===== src/rtl/burst_col_pkg.sv =====
// Package: shared length-code encodings for the burst column generator.
// Assumes a 3-bit length code; the low two bits give log2 of fixed lengths.
package burst_col_pkg;
    localparam int          LEN_CODE_W = 3;
    localparam logic [2:0]  LEN_ONE    = 3'b000;
    localparam logic [2:0]  LEN_PAGE   = 3'b111;
endpackage


===== src/rtl/burst_cfg_decode.sv =====
// Module: burst_cfg_decode
// Turns a length code and order bit into a mask of the varying column bits,
// a full-page flag, the effective order bit and a legality flag.
// Assumes COL_W >= 3 so that an 8-beat block fits inside a row.
module burst_cfg_decode
    import burst_col_pkg::*;
#(
    parameter int COL_W = 8
) (
    input  logic [LEN_CODE_W-1:0] len_code_i,
    input  logic                  ilv_i,
    output logic [COL_W-1:0]      mask_o,
    output logic                  full_o,
    output logic                  ilv_o,
    output logic                  legal_o
);
    // Classify the code: full page, and whether the combination is supported.
    always_comb begin
        full_o  = (len_code_i == LEN_PAGE);
        legal_o = !len_code_i[LEN_CODE_W-1] || (full_o && !ilv_i);
        ilv_o   = ilv_i && (len_code_i != LEN_ONE) && !full_o;
    end

    // One mask bit per column bit: set when that bit moves within the burst.
    for (genvar g = 0; g < COL_W; g++) begin : g_mask
        assign mask_o[g] = full_o || (int'(len_code_i[1:0]) > g);
    end
endmodule


===== src/rtl/burst_beat_ctr.sv =====
// Module: burst_beat_ctr
// Tracks whether a burst is running and which beat it is on.
// Assumes mask_i/full_i are held stable by the parent for the whole burst.
module burst_beat_ctr #(
    parameter int COL_W = 8
) (
    input  logic             clk,
    input  logic             rst_n,
    input  logic             load_i,
    input  logic             kill_i,
    input  logic             term_i,
    input  logic [COL_W-1:0] mask_i,
    input  logic             full_i,
    output logic             active_o,
    output logic [COL_W-1:0] beat_o,
    output logic             final_o
);
    logic             active_q;
    logic [COL_W-1:0] beat_q;

    // Final beat of a fixed burst: the index has reached the block size minus one.
    always_comb begin
        final_o = active_q && !full_i && (beat_q == mask_i);
    end

    // Advance or stop the beat index; a new start takes priority over stopping.
    always_ff @(posedge clk) begin
        if (!rst_n) begin
            active_q <= 1'b0;
            beat_q   <= '0;
        end else if (load_i) begin
            active_q <= 1'b1;
            beat_q   <= '0;
        end else if (kill_i) begin
            active_q <= 1'b0;
        end else if (active_q) begin
            if (term_i || final_o) begin
                active_q <= 1'b0;
            end else begin
                beat_q <= beat_q + COL_W'(1);
            end
        end
    end

    assign active_o = active_q;
    assign beat_o   = beat_q;
endmodule


===== src/rtl/burst_addr_map.sv =====
// Module: burst_addr_map
// Combinational: forms the column for a beat from base, beat index and mask.
// Bits outside the mask come from the base; bits inside come from either a
// sum (counting order) or an XOR (interleaved order) of base and beat.
module burst_addr_map #(
    parameter int COL_W = 8
) (
    input  logic [COL_W-1:0] base_i,
    input  logic [COL_W-1:0] beat_i,
    input  logic [COL_W-1:0] mask_i,
    input  logic             ilv_i,
    output logic [COL_W-1:0] col_o
);
    logic [COL_W-1:0] sum_w;
    logic [COL_W-1:0] xor_w;

    // Both candidate orderings; the sum carries past the mask but is cut below.
    always_comb begin
        sum_w = base_i + beat_i;
        xor_w = base_i ^ beat_i;
    end

    // Per-bit select between fixed base bit and the chosen moving bit.
    for (genvar g = 0; g < COL_W; g++) begin : g_bit
        assign col_o[g] = mask_i[g] ? (ilv_i ? xor_w[g] : sum_w[g]) : base_i[g];
    end
endmodule


===== src/rtl/burst_colgen.sv =====
// Module: burst_colgen (top)
// Emits one column address per cycle for an SDRAM burst of 1/2/4/8 beats or
// a full page. Captures the burst setting on start, flags unsupported
// settings for one cycle, and honours an early terminate.
// Assumes start_i and term_i are single-cycle synchronous strobes.
module burst_colgen
    import burst_col_pkg::*;
#(
    parameter int COL_W = 8
) (
    input  logic                  clk,
    input  logic                  rst_n,
    input  logic                  start_i,
    input  logic [COL_W-1:0]      start_col_i,
    input  logic [LEN_CODE_W-1:0] len_code_i,
    input  logic                  ilv_i,
    input  logic                  term_i,
    output logic [COL_W-1:0]      col_o,
    output logic                  valid_o,
    output logic                  last_o,
    output logic                  err_o
);
    logic [COL_W-1:0] dec_mask;
    logic             dec_full;
    logic             dec_ilv;
    logic             dec_legal;

    logic [COL_W-1:0] base_q;
    logic [COL_W-1:0] mask_q;
    logic             full_q;
    logic             ilv_q;
    logic             err_q;

    logic             load_w;
    logic             kill_w;
    logic             active_w;
    logic             final_w;
    logic [COL_W-1:0] beat_w;
    logic [COL_W-1:0] map_col;

    burst_cfg_decode #(.COL_W(COL_W)) u_dec (
        .len_code_i (len_code_i),
        .ilv_i      (ilv_i),
        .mask_o     (dec_mask),
        .full_o     (dec_full),
        .ilv_o      (dec_ilv),
        .legal_o    (dec_legal)
    );

    // Split the start strobe into an accepted start and a rejected one.
    always_comb begin
        load_w = start_i && dec_legal;
        kill_w = start_i && !dec_legal;
    end

    // Hold the burst setting captured at start, and the one-cycle error flag.
    always_ff @(posedge clk) begin
        if (!rst_n) begin
            base_q <= '0;
            mask_q <= '0;
            full_q <= 1'b0;
            ilv_q  <= 1'b0;
            err_q  <= 1'b0;
        end else begin
            err_q <= kill_w;
            if (load_w) begin
                base_q <= start_col_i;
                mask_q <= dec_mask;
                full_q <= dec_full;
                ilv_q  <= dec_ilv;
            end
        end
    end

    burst_beat_ctr #(.COL_W(COL_W)) u_ctr (
        .clk      (clk),
        .rst_n    (rst_n),
        .load_i   (load_w),
        .kill_i   (kill_w),
        .term_i   (term_i),
        .mask_i   (mask_q),
        .full_i   (full_q),
        .active_o (active_w),
        .beat_o   (beat_w),
        .final_o  (final_w)
    );

    burst_addr_map #(.COL_W(COL_W)) u_map (
        .base_i (base_q),
        .beat_i (beat_w),
        .mask_i (mask_q),
        .ilv_i  (ilv_q),
        .col_o  (map_col)
    );

    // Drive the outputs; the column reads zero while no burst is running.
    always_comb begin
        col_o   = active_w ? map_col : '0;
        valid_o = active_w;
        last_o  = final_w;
        err_o   = err_q;
    end
endmodule


===== config.mk =====
export PLATFORM = sky130hd
export DESIGN_NAME = burst_colgen
export DESIGN_NICKNAME = d
export VERILOG_FILES = /design/src/rtl/burst_col_pkg.sv /design/src/rtl/burst_cfg_decode.sv /design/src/rtl/burst_beat_ctr.sv /design/src/rtl/burst_addr_map.sv /design/src/rtl/burst_colgen.sv
export SDC_FILE = /design/constraint.sdc
export NUM_CORES = 1
export LEC_CHECK = 0
export BUFFER_PORTS_ARGS = -buffer_cell sky130_fd_sc_hd__buf_4
export CAP_MARGIN = 25
export CELL_PAD_IN_SITES_DETAIL_PLACEMENT = 0
export CELL_PAD_IN_SITES_GLOBAL_PLACEMENT = 1
export CORE_MARGIN = 2
export CORE_UTILIZATION = 44
export DETAILED_ROUTE_END_ITERATION = 8
export GPL_ROUTABILITY_DRIVEN = 0
export GPL_TIMING_DRIVEN = 0
export PLACE_DENSITY_LB_ADDON = 0.08
export REMOVE_ABC_BUFFERS = 1
export SLEW_MARGIN = 20
export SYNTH_ARGS = -nofsm -noshare
export SYNTH_HDL_FRONTEND = slang
export SYNTH_SLANG_ARGS = --single-unit

===== constraint.sdc =====
create_clock -name clk -period 3.57 [get_ports clk]
set_clock_uncertainty 0.2 [all_clocks]
set_input_delay 0.1785 -clock clk [delete_from_list [all_inputs] [get_ports clk]]
set_output_delay 0.1785 -clock clk [all_outputs]
set_load 0.005 [all_outputs]

=== Yosys cells after proc, flatten, opt, wreduce, memory -nomap -nowiden ===
Cells that the tools add are included.

* Register bits: 24
* Output and inout port bits: 11
* Word-level logic and storage cells: 59
* Input bits: 16

* Equality and inequality tests: 2
* Bitwise logic cells: 4
* Order comparisons: 3
* Mux-type cells: 21
* Reduce and logical (&&, ||, !) cells: 20
* Add/sub/neg operators: 2

{| class="wikitable"
|+ Operators by type and width
! operator !! number
|-
| 1-bit two-way mux || 20
|-
| 8-bit by 1-bit adder with 8-bit output, second input constant || 1
|-
| 8-bit adder || 1
|-
| 8-bit equality test || 1
|-
| 8-bit two-way mux || 1
|-
| 8-bit bitwise XOR || 1
|-
| 1-bit logical AND || 7
|-
| 1-bit logical NOT || 5
|-
| 1-bit logical OR || 5
|-
| 2-bit by 1-bit greater-than comparator with 1-bit output, second input constant || 2
|-
| 3-bit equality test, second input constant || 1
|-
| 1-bit NOT || 3
|-
| 3-bit AND reduction || 1
|-
| 3-bit nonzero test || 1
|-
| 2-bit greater-than comparator, second input constant || 1
|-
| 2-bit OR reduction || 1
|}

=== Logic depth before layout (Yosys ltp) ===
* Depth after elaboration: 8
* Depth in mapped cells: 7
* Depth with buffers taken out: 7

=== Modules after synthesis ===
A second synthesis with hierarchy kept.

* Cells, all modules: 227
* Area total of the unflattened synthesis: 1,874.3 µm²

{| class="wikitable"
|+ Modules (own cells, without submodules)
! module !! cells an instance !! sequential area each (µm²) !! times used !! area an instance (µm²)
|-
| burst_colgen || 94 || 380.4 || 1 || 844.6
|-
| burst_beat_ctr || 59 || 180.2 || 1 || 523.0
|-
| burst_addr_map || 61 || 0.0 || 1 || 417.9
|-
| burst_cfg_decode || 13 || 0.0 || 1 || 88.8
|}

=== Worst setup path before layout ===
OpenSTA, ideal clock, no wires.

* Kind: register -> output
* Start: register u_ctr.beat_q[0] (netlist: u_ctr.beat_o[0])
* End: output col_o[4]
* Required time: 3.191 ns
* Slack: 1.499 ns
* Arrival: 1.692 ns
* Path buffers: 0
* Cell stages (with the launch flop): 7
* Path through: dfxtp_1 > ha_1 > fa_1 > a211oi_1 > nor2_1 > xnor2_1 > a211oi_1

* Longest elaborated chain between the ends: 4

{| class="wikitable"
|+ RTL lines
! item !! RTL line !! RTL
|-
| start, declared || burst_beat_ctr.sv:19 || <nowiki>logic [COL_W-1:0] beat_q;</nowiki>
|-
| start signal, assigned || burst_beat_ctr.sv:40 || <nowiki>beat_q <= beat_q + COL_W'(1);</nowiki>
|-
| 8-bit adder || burst_addr_map.sv:19 || <nowiki>sum_w = base_i + beat_i;</nowiki>
|-
| 1-bit two-way mux (2 in a row) || burst_addr_map.sv:25 || <nowiki>assign col_o[g] = mask_i[g] ? (ilv_i ? xor_w[g] : sum_w[g]) : base_i[g];</nowiki>
|-
| 8-bit two-way mux || burst_colgen.sv:98 || <nowiki>col_o = active_w ? map_col : '0;</nowiki>
|-
| end, declared || burst_colgen.sv:18 || <nowiki>output logic [COL_W-1:0] col_o,</nowiki>
|}

Every way passes these cells.

=== Worst setup path after layout ===
* Start: register u_ctr.beat_q[0] (netlist: u_ctr.beat_o[0])
* End: output col_o[6]

The elaborated chain is that of the path after synthesis.

==> run metrics <==
Clock power frac 0.252; routing usage on met3 0.0331; DRT iter0 DRCs 63; row cnt 20; first-pass GRT wire length 5.49 mm; Worst IR Drop VDD 123 uV; Hold WC Path Type primary input to flip-flop; Core Area 3100 sq um; top-area cell type share of the netlist area 0.313; Worst Setup Start Kind flip-flop; GRT busiest layer met2; Setup TNS 0 ns; die height 61.8 microns; period utilisation layout 0.761; drt wl/cell 12.9 microns; fmax 368 MHz; H-tree depth 1; max-cap violation count 0; # diodes 0; CP startpoint u_ctr.beat_o[0]; Layout Nets 243; final wirelength 3.36 mm; Syn. warnings 0; sequential fraction of the synthesis area 0.313; dpl cells 236; via count 1399; gr usage total 0.195; die width 61.8 microns; sequential share of power 0.562; synth top area cells dfxtp_1, nand2_1, ha_1, a21boi_0, nor2_1; Max Slew Vio Count 0; die area 3820 sq um; Vias/cell 5.36; Final Cell Area 1930 sq um; final-report hold violation count 0; clock root cell clkbuf_4; vias in the first global route 1231; total gr overflow 0; #FFs+latches synth 23; Area Growth Syn to Fin 31.5%; Pwr Total 0.493 mW; # fillers 314; drt first pass iters 4; antenna violations before repair 0; CTS tree done; cells after synthesis 172; dpl cell area 1700 sq um; crit end category output port; static leakage 0.790 nW; top cell type by total area after synthesis dfxtp_1; Worst slew margin 0.405; largest net degree at the start of global routing 18; count of final setup violators 0; run status finished clean; starting density of the core 0.473; Pint 0.360 mW; Sw Pwr 0.133 mW; Mapped Area 1470 sq um; Clock Tree Buf Depth 2; Worst EP arrival 2.34 ns; Post-synth EDFFs 0; Comb power frac 0.186; Mean Syn Cell Area 8.54 sq um; Ports 27; FF-to-FF Start u_ctr.active_o; Skew-Pair Late Insertion Delay 0.31 ns; Final Util 0.623; met2 Resource Use GR 0.335; Power Density 255 nW/um^2; detailed placer's ending HPWL 2.46 mm; hold path start term_i; minimum clock period 2.72 ns; ys async rst share 0; DRC 0; Worst Path Required 3.19 ns; worst-path maximum fanout 5; CTS clk-pin slew, worst paths 0.13 ns; final non-filler cell total 261; met1 GRT Util 0.247; RSZ-0062 raised after global routing false; Cell variety after synth 42; TritonCTS Sinks 23; PortBufs 26; Net Sw Frac 0.270; ys flop type dfxtp_1; fraction of layout cells with a size suffix above 1 0.166; CTS buffer count 3; CP Class flip-flop to output port; Routed Antenna Nets 0; Least-Margin Pin Slew 0.891 ns
-- power by group through the flow --
stage	Combinational, mW	Clock, mW	Sequential (mW)
2_1_floorplan	0.0411	0	0.280
3_3_place_gp	0.0718	0	0.282
3_5_place_dp	0.0734	0	0.283
4_1_cts	0.0911	0.128	0.277
5_1_grt	0.101	0.141	0.279
6_report	0.0916	0.124	0.277
-- flip-flops by register name, indices dropped and copies added, names as in the netlist --
name and count:
base_q 8, err_o 1, ilv_q 1, mask_q 4
u_ctr.active_o 1, u_ctr.beat_o 8
-- area by class of cell --
| cell class | count | area, sq um | share of cell area |
|---|---|---|---|
| Inverter | 2 | 7.51 | 0.00389 |
| Timing Repair Buffer | 47 | 405 | 0.210 |
| Tap cell | 44 | 55.1 | 0.0285 |
| Sequential cell | 23 | 460 | 0.238 |
| Clock buffer | 4 | 26.3 | 0.0136 |
| Multi-Input combinational cell | 141 | 977 | 0.506 |
-- cells by family (layout without fill, tap and decap cells) --
| kind of cell | Yosys count | count (layout) | synth area share |
|---|---|---|---|
| DFF | 23 | 23 | 0.313 |
| buffers and inverters | 8 | 53 | 0.0213 |
| adders and majority gates | 9 | 9 | 0.0818 |
| and+or+nand+nor | 66 | 66 | 0.224 |
| xor gates and xnor gates | 12 | 12 | 0.0715 |
| muxes | 5 | 5 | 0.0349 |
| AOI/OAI and AO/OA | 49 | 49 | 0.253 |
-- layer usage --
layer	wire, microns	up-vias	part of all wire
met2	1630	27	0.49
met4	44	0	0.013
met1	1550	651	0.46
li1	-	716	-
met3	133	5	0.040
met5	0	-	0
-- metrics by stage --
step	worst slack [ns]	hold slack (ns)
floorplan	1.50	0.0679
global placement	1.23	0.204
global route	0.679	0.0954
finish	0.853	0.0761
CTS	0.856	0.0739
detailed placement	1.23	0.205
-- repair_timing --
action	CTS	global route
setup buffers	0	0
hold buffers	21	0
gates resized for setup	0	0
endpoints found under the setup margin	0	0
endpoints found under the hold margin	15	0
-- synth_stat cells (2+ instances only) --
cell,number
a21oi_1,9
inv_1,2
xnor2_1,6
mux2i_1,4
nand2_1,28
nand3_1,3
dfxtp_1,23
or4_1,2
o21ai_0,6
nor4b_1,2
a21boi_0,13
nand4_1,4
o2111ai_1,2
ha_1,8
o211ai_1,2
a211oi_1,5
nor2b_1,2
nor2_1,16
o21a_1,2
xor2_1,6
clkbuf_1,5
nand3b_1,2
-- critical path, stage by stage, from the launching register on --
cell	delay, ns
dfxtp_1	0.39
ha_1	0.24
fa_1	0.40
a211oi_1	0.34
o32ai_1	0.16
xor2_1	0.16
mux2i_1	0.14
nor2_1	0.05
buf_4	0.14
-- path summary, 6_finish.rpt --
check	to	slack [ns]	cells past startpoint
worst min register to register	base_q[3]	0.31	2
worst max register to register	u_ctr.beat_o[7]	1.37	5
worst min-delay path	u_ctr.beat_o[5]	0.08	5
worst max-delay path	col_o[6]	0.85	8
-- cells in the final DEF (no fill, tap or decap), drive strengths merged, types with 3 or more instances in the layout --
cell type / n
a211oi: 5
a21boi: 13
a21oi: 9
buf: 26
clkbuf: 4
dfxtp: 23
dlygate4sd3: 21
ha: 8
mux2i: 4
nand2: 28
nand3: 3
nand3b: 3
nand4: 4
nor2: 16
o211ai: 3
o21ai: 6
xnor2: 6
xor2: 6
(Power assumes the default switching activity.)
